<file path="src/rtl/fes_pkg.sv">
`timescale 1ns/1ps
package fes_pkg;

  // control -> datapath strobes
  typedef struct packed {
    logic clearAll;   // standby: return every register to its power-up value
    logic captureOc;  // latch a bridge overcurrent flag
    logic releaseOc;  // drop the overcurrent latch
  } supStrobe_t;

  // datapath -> control status
  typedef struct packed {
    logic ocAny;      // some bridge flags overcurrent in this cycle
    logic ocLatch;    // overcurrent waiting for the line to discharge
    logic thermTrip;  // temperature at or above the trip code now
    logic thermHot;   // thermal fault held (hysteresis)
  } supStatus_t;

  typedef enum logic [1:0] {
    ST_STARTUP = 2'd0,
    ST_RUN     = 2'd1,
    ST_HOLD    = 2'd2
  } supState_t;

endpackage

</file>
<file path="src/rtl/fes_datapath.sv">
`timescale 1ns/1ps
module fes_datapath
  import fes_pkg::*;
#(
  parameter int NUM_BRIDGES = 2,
  parameter int TEMP_W      = 8,
  parameter int TRIP_CODE   = 160,
  parameter int CLEAR_CODE  = 120
) (
  input  logic                   clk,
  input  logic                   rstN,
  input  supStrobe_t             strobe,
  input  logic [NUM_BRIDGES-1:0] ocEvent,
  input  logic [TEMP_W-1:0]      tempCode,
  output supStatus_t             status,
  output logic [NUM_BRIDGES:0]   faultCause
);

  localparam logic [TEMP_W-1:0] TRIP_LVL  = TEMP_W'(TRIP_CODE);
  localparam logic [TEMP_W-1:0] CLEAR_LVL = TEMP_W'(CLEAR_CODE);
  localparam int                THERM_BIT = NUM_BRIDGES;

  logic ocAny;
  logic thermTrip;
  logic thermCool;
  logic thermHot;
  logic ocLatch;

  assign ocAny     = |ocEvent;
  assign thermTrip = (tempCode >= TRIP_LVL);
  assign thermCool = (tempCode < CLEAR_LVL);

  // thermal hysteresis flag
  always_ff @(posedge clk or negedge rstN) begin
    if (!rstN)                thermHot <= 1'b0;
    else if (strobe.clearAll) thermHot <= 1'b0;
    else if (thermTrip)       thermHot <= 1'b1;
    else if (thermCool)       thermHot <= 1'b0;
  end

  // overcurrent latch; a new event wins over a release
  always_ff @(posedge clk or negedge rstN) begin
    if (!rstN)                         ocLatch <= 1'b0;
    else if (strobe.clearAll)          ocLatch <= 1'b0;
    else if (strobe.captureOc && ocAny) ocLatch <= 1'b1;
    else if (strobe.releaseOc)         ocLatch <= 1'b0;
  end

  // sticky cause record, one bit per bridge
  for (genvar b = 0; b < NUM_BRIDGES; b++) begin : g_ocCause
    always_ff @(posedge clk or negedge rstN) begin
      if (!rstN)                faultCause[b] <= 1'b0;
      else if (strobe.clearAll) faultCause[b] <= 1'b0;
      else if (ocEvent[b])      faultCause[b] <= 1'b1;
    end
  end

  always_ff @(posedge clk or negedge rstN) begin
    if (!rstN)                faultCause[THERM_BIT] <= 1'b0;
    else if (strobe.clearAll) faultCause[THERM_BIT] <= 1'b0;
    else if (thermTrip)       faultCause[THERM_BIT] <= 1'b1;
  end

  assign status.ocAny     = ocAny;
  assign status.ocLatch   = ocLatch;
  assign status.thermTrip = thermTrip;
  assign status.thermHot  = thermHot;

endmodule

</file>
<file path="src/rtl/fes_control.sv">
`timescale 1ns/1ps
module fes_control
  import fes_pkg::*;
(
  input  logic       clk,
  input  logic       rstN,
  input  logic       standby,
  input  logic       stableDone,
  input  logic       lineHigh,
  input  logic       lineLow,
  input  logic       lineBelowRelease,
  input  supStatus_t status,
  output supStrobe_t strobe,
  output logic       stageEnable,
  output logic       pullDown
);

  supState_t state;
  supState_t stateNext;
  logic      faultNow;
  logic      lineReadsHigh;

  assign faultNow      = status.ocAny | status.ocLatch | status.thermTrip | status.thermHot;
  assign lineReadsHigh = lineHigh & ~lineLow;

  always_comb begin
    stateNext = state;
    if (standby) begin
      stateNext = ST_STARTUP;
    end else begin
      unique case (state)
        ST_STARTUP: if (stableDone) stateNext = ST_RUN;
        ST_RUN:     if (faultNow)   stateNext = ST_HOLD;
        ST_HOLD:    if (!faultNow)  stateNext = ST_RUN;
        default:                    stateNext = ST_STARTUP;
      endcase
    end
  end

  always_ff @(posedge clk or negedge rstN) begin
    if (!rstN) state <= ST_STARTUP;
    else       state <= stateNext;
  end

  // strobes: thermal release has priority over the overcurrent release
  always_comb begin
    strobe.clearAll  = standby;
    strobe.captureOc = ~standby;
    strobe.releaseOc = ~standby & (state == ST_HOLD) & lineBelowRelease
                       & ~status.thermHot & ~status.ocAny;
  end

  assign pullDown    = ~standby & ((state == ST_STARTUP) | faultNow);
  assign stageEnable = ~standby & (state == ST_RUN) & lineReadsHigh & ~faultNow;

endmodule

</file>
<file path="src/rtl/fault_enable_supervisor.sv">
`timescale 1ns/1ps
module fault_enable_supervisor
  import fes_pkg::*;
#(
  parameter int NUM_BRIDGES = 2,
  parameter int TEMP_W      = 8,
  parameter int TRIP_CODE   = 160,
  parameter int CLEAR_CODE  = 120
) (
  input  logic                   clk,
  input  logic                   rstN,
  input  logic                   standby,
  input  logic                   stableDone,
  input  logic                   lineHigh,
  input  logic                   lineLow,
  input  logic                   lineBelowRelease,
  input  logic [NUM_BRIDGES-1:0] ocEvent,
  input  logic [TEMP_W-1:0]      tempCode,
  output logic                   stageEnable,
  output logic                   pullDown,
  output logic [NUM_BRIDGES:0]   faultCause
);

  supStrobe_t strobeBus;
  supStatus_t statusBus;
  logic       ocHeld;

  fes_datapath #(
    .NUM_BRIDGES(NUM_BRIDGES),
    .TEMP_W     (TEMP_W),
    .TRIP_CODE  (TRIP_CODE),
    .CLEAR_CODE (CLEAR_CODE)
  ) dp_i (
    .clk       (clk),
    .rstN      (rstN),
    .strobe    (strobeBus),
    .ocEvent   (ocEvent),
    .tempCode  (tempCode),
    .status    (statusBus),
    .faultCause(faultCause)
  );

  fes_control ctl_i (
    .clk             (clk),
    .rstN            (rstN),
    .standby         (standby),
    .stableDone      (stableDone),
    .lineHigh        (lineHigh),
    .lineLow         (lineLow),
    .lineBelowRelease(lineBelowRelease),
    .status          (statusBus),
    .strobe          (strobeBus),
    .stageEnable     (stageEnable),
    .pullDown        (pullDown)
  );

  assign ocHeld = statusBus.ocLatch;

endmodule

</file>
<file path="config.mk">
export PLATFORM = sky130hd
export DESIGN_NAME = fault_enable_supervisor
export DESIGN_NICKNAME = d
export VERILOG_FILES = /design/src/rtl/fes_pkg.sv /design/src/rtl/fes_datapath.sv /design/src/rtl/fes_control.sv /design/src/rtl/fault_enable_supervisor.sv
export SDC_FILE = /design/constraint.sdc
export NUM_CORES = 1
export LEC_CHECK = 0
export BUFFER_PORTS_ARGS = -buffer_cell sky130_fd_sc_hd__buf_2
export CORE_AREA = 2 2 39 41
export DETAILED_ROUTE_END_ITERATION = 10
export DIE_AREA = 0 0 41 43
export GPL_ROUTABILITY_DRIVEN = 0
export RECOVER_POWER = 100
export SLEW_MARGIN = 15
export SYNTH_ARGS = -nofsm -noshare
export SYNTH_HDL_FRONTEND = slang
export SYNTH_HIERARCHICAL = 1
export SYNTH_SLANG_ARGS = --single-unit
</file>
<file path="constraint.sdc">
create_clock -name clk -period 3.21 [get_ports clk]
set_input_delay 0.642 -clock clk [delete_from_list [all_inputs] [get_ports clk]]
set_output_delay 0.642 -clock clk [all_outputs]
set_load 0.005 [all_outputs]
</file>
==> results.toml, run 1 <==
[drt]
wl_um = 796
routedWlPerCell_um = 10.9
vias = 335
drcViolationCount = 0
postRouteAntennaNets = 0
drtIter0Drc = 12
dr.pass1.iters = 4
routed_via_density = 4.59

[worst_setup_path]
crit_fanout = 4
slowest_delay_ps = 580
critPathLaunch = "ocEvent[1]"
path_class = "input pin to output pin"
r2r-start = "dp_i/thermHot"
arrival_ps = 1990
path_cells = "clkbuf_1 > or2_2 > nor4_1 > and3_1 > clkbuf_1"
critPathLaunchType = "input pin"
endpoint_kind = "output pin"
cp.required_ps = 2570
crit_slowest_cell = "nor4_1"
cp_common_cell = "clkbuf_1"

[grt]
grt_pass1_vias = 315
grt_max_degree = 9
antenna_found_initial = 0
track_usage = 0.117
grt_overflow_total = 0
grt_pass1_wl_um = 1370

[logic_synthesis]
syn_avg_cell_area_um2 = 9.76
yosysWarnings = 6
synth-seq-cells = 7
synth_fp_nets = 57
ys_seq_area_frac = 0.449
synth_cell_types = 20
synthCells = 40
netlist_area_um2 = 390

[timing]
layout_min_cycle_time_ps = 2630
rsz0062_at_grt = "no"
finalCritPeriodShare = 0.820
finalSetupViolCount = 0
fmax_ghz = 0.380
tns_ps = 0
fin_skew_ps = 0.696
relSlewSlack = 0.569
worst_slew_pin_slew_ps = 640
slew_viol_final = 0
hold_viol_final = 0

[final_layout]
fill_cells = 161
nNetsFinal = 75
area_delta_synth_final_pct = 19.6
drive_gt1_frac = 0.316
regArea_um2 = 175
multi_input_area_um2 = 159
diodes = 0

[clock_tree]
numCtsBuffers = 3
cts_tree = "yes"
post_cts_buffers = 0
cts_root_buf = "clkbuf_4"
path_clk_slew_ps = 50
htree_levels = 1
insertion_delay_ps = 250
cts_buffer_depth = 2
postCtsHoldBufs = 0
clock-sinks = 7
cts_resized = 0

[die]
die_area_um2 = 1760
start_util = 0.282
core_um2 = 1380
pin_count = 22
fp.dieH_um = 43
die_width_um = 41
num_rows = 14

[run_status]
outcome = "finished, final reports clean"

[min_path]
hold_class = "input pin to async pin"

[pwr]
vdd_drop_max_mv = 0.192
power.total_uw = 214
powerDensity_nw_per_um2 = 459
leakagePower_uw = 0.000232

[place]
portBuffers = 18
dp_hpwl_um = 605

[run]
drv_cap = 0
## stage by stage
step / cells / hold WS [ps] / area [um^2] / utilization / worst slack [ps]
4_1_cts: 73 / 210 / 489 / 0.354 / 847
6_report: 73 / 280 / 467 / 0.337 / 579
3_5_place_dp: 69 / 480 / 463 / 0.335 / 842
5_1_grt: 73 / 298 / 467 / 0.337 / 451
2_1_floorplan: 40 / 346 / 390 / - / 1020
3_3_place_gp: 69 / 473 / 463 / 0.335 / 851
## cell families (layout without fill, tap and decap cells)
| family | after synthesis | in the layout | synth area share |
|---|---|---|---|
| xor gates and xnor gates | 1 | 1 | 0.0224 |
| and+or+nand+nor | 19 | 19 | 0.298 |
| DFF | 7 | 7 | 0.449 |
| buffers and inverters | 6 | 23 | 0.106 |
| AOI/OAI and AO/OA | 7 | 7 | 0.125 |
## cells in the mapped netlist
| library cell | count | area (um^2) |
|---|---|---|
| nor3_1 | 1 | 5.00 |
| nor4b_1 | 1 | 8.76 |
| a41oi_1 | 1 | 8.76 |
| nor4_1 | 1 | 6.26 |
| a22oi_1 | 1 | 7.51 |
| o21ba_2 | 1 | 10.0 |
| o21a_1 | 1 | 7.51 |
| or2_2 | 2 | 12.5 |
| xor2_1 | 1 | 8.76 |
| buf_4 | 5 | 37.5 |
| nand2_1 | 1 | 3.75 |
| a21oi_1 | 2 | 10.0 |
| nor4bb_1 | 1 | 10.0 |
| nand2b_1 | 1 | 6.26 |
| inv_1 | 1 | 3.75 |
| nor2_1 | 8 | 30.0 |
| and3_1 | 2 | 12.5 |
| o21ai_0 | 1 | 5.00 |
| nor4_4 | 1 | 21.3 |
| dfrtp_1 | 7 | 175 |
## layout make-up
cell class,instances,share of cell area
Sequential cell,7,0.375
Timing Repair Buffer,18,0.177
Clock buffer,4,0.0563
Multi-Input combinational cell,27,0.340
Inverter,1,0.00804
Tap cell,16,0.0429
## cell usage in the layout, fill, tap and decap left out, drive strengths merged, types with 2 or more instances in the layout
cell    Yosys  layout
buf         5      12
clkbuf      0      10
nor2        8       8
dfrtp       7       7
and3        2       2
nor4        2       2
or2         2       2
a21oi       2       2
## critical path, delay by kind of cell
kind	cells	cell delay, ps
buf+inv	2	210
simple gates	3	1140
## path summary, 6_finish.rpt
check                                endpoint  slack, ps  depth (start not counted)
max                               stageEnable        580                          5
min                        dp_i/faultCause[1]        280                          1
max reg2reg                    ctl_i/state[0]       1860                          3
min reg2reg                dp_i/faultCause[1]        490                          2
max in group asynchronous        dp_i/ocLatch       2660                          1
min in group clk           dp_i/faultCause[1]        490                          2
## state kept, by name (all words and copies together), names as in the netlist
signal           flops
dp_i/ocLatch         1
dp_i/faultCause      3
dp_i/thermHot        1
ctl_i/state          2
## layer usage
metal  wire, um  global-route usage
met1        397               0.161
met2        346               0.153
met3         52              0.0471
met4          0              0.0600
met5          0                   0
## report_power, final
part	switching (uW)	internal [uW]
logic	16.1	16.9
registers	5.61	94.9
clock network	33.5	47.5
total	55.2	159
(Power assumes the default switching activity.)
==> run 2, diff against run 1 <==
==> constraint.sdc (replaced) <==
create_clock -name clk -period 2.7 [get_ports clk]
set_input_delay 0.54 -clock clk [delete_from_list [all_inputs] [get_ports clk]]
set_output_delay 0.54 -clock clk [all_outputs]
set_load 0.005 [all_outputs]
==> results.toml, run 2 (synthesis results as in run 1) <==
[run_status]
outcome = "finished, final reports clean"

[final_layout]
design_area_um2 = 482
area_delta_synth_final_pct = 23.4
top_regs = "dp_i/faultCause (3), ctl_i/state (2)"
final_cell_mix = "buf_2 (12), nor2_1 (8), clkbuf_1 (7), dfrtp_1 (7), clkbuf_4 (3)"
nNetsFinal = 75
largest_reg_flops = 3
diodes = 0
final_common_cell = "buf_2"
drive_gt1_frac = 0.333
regMostFlops = "dp_i/faultCause"

[timing]
tns_ps = 0
finalSetupViolCount = 0
hold_viol_final = 0
finalCritPeriodShare = 0.805
fin_skew_ps = 0.0990
rsz0062_at_grt = "no"
relSlewSlack = 0.748
worst_slew_pin_slew_ps = 378
fmax_ghz = 0.460
hold_ws_ps = 173
slew_viol_final = 0
layout_min_cycle_time_ps = 2170

[clock_tree]
insertion_delay_ps = 250
postCtsHoldBufs = 0
htree_levels = 1
cts_tree = "yes"
cts_resized = 0
cts_root_buf = "clkbuf_4"
post_cts_buffers = 0
cts_buffer_depth = 2
numCtsBuffers = 3
clock-sinks = 7
path_clk_slew_ps = 50

[drt]
vias = 343
drcViolationCount = 0
routed_via_density = 4.70
wl_um = 814
drtIter0Drc = 10
routedWlPerCell_um = 11.2
dr.pass1.iters = 4
postRouteAntennaNets = 0

[die]
fp.dieH_um = 43
core_um2 = 1380
die_area_um2 = 1760
num_rows = 14
pin_count = 22
die_width_um = 41
start_util = 0.282

[worst_setup_path]
r2r-start = "dp_i/thermHot"
path_cells = "clkbuf_1 > or2_2 > nor4_4 > and3_1 > clkbuf_1"
crit_buf_inv = 2
endpoint_kind = "output pin"
critPathLaunchType = "input pin"
crit_fanout = 4
arrival_ps = 1630
slowest_delay_ps = 340
crit_slowest_cell = "or2_2"
critPathLaunch = "ocEvent[1]"
crit_family = "simple AND/OR/NAND/NOR gates"
path_class = "input pin to output pin"
cp.required_ps = 2160
cp_common_cell = "clkbuf_1"

[min_path]
hold_class = "input pin to async pin"

[place]
placed_area_um2 = 463
portBuffers = 18
dp_hpwl_um = 610

[grt]
grt_pass1_wl_um = 1330
antenna_found_initial = 0
grt_max_degree = 9
grt_pass1_vias = 322
grt_overflow_total = 0
track_usage = 0.112

[run]
drv_cap = 0

[pwr]
vdd_drop_max_mv = 0.222
leakagePower_uw = 0.000234
powerDensity_nw_per_um2 = 537
-- run 2: path summary, 6_finish.rpt --
kind	slack (ps)	end	cells past startpoint
max	530	stageEnable	5
min	170	dp_i/faultCause[2]	1
max reg2reg	1530	dp_i/ocLatch	4
min reg2reg	500	dp_i/faultCause[0]	2
max in group asynchronous	2260	ctl_i/state[0]	1
min in group clk	500	dp_i/faultCause[0]	2
-- run 2: area by class of cell --
type / count / area (um^2)
Clock buffer: 4 / 26.3
Fill cell: 156 / 902
Inverter: 1 / 3.75
Multi-Input combinational cell: 27 / 174
Sequential cell: 7 / 175
Tap cell: 16 / 20.0
Timing Repair Buffer: 18 / 82.6
-- run 2: metal layers --
layer	global-route usage	wire (um)	vias to the layer above
li1	-	-	172
met1	0.151	378	159
met2	0.156	374	12
met3	0.0314	62	0
met4	0.0600	0	0
met5	0	0	-
-- run 2: power by group --
| part | internal [uW] | switching [uW] | total (uW) |
|---|---|---|---|
| registers | 113 | 7.58 | 120 |
| clock network | 56.5 | 40.8 | 97.4 |
| logic | 20.9 | 19.9 | 40.8 |
-- run 2: per-stage QoR --
step / worst slack, ps / power (uW) / cells / utilization
5_1_grt: 412 / 276 / 73 / 0.348
6_report: 528 / 259 / 73 / 0.348
4_1_cts: 531 / 263 / 73 / 0.354
3_3_place_gp: 545 / 164 / 69 / 0.335
3_5_place_dp: 530 / 164 / 69 / 0.335
2_1_floorplan: 718 / 149 / 40 / -
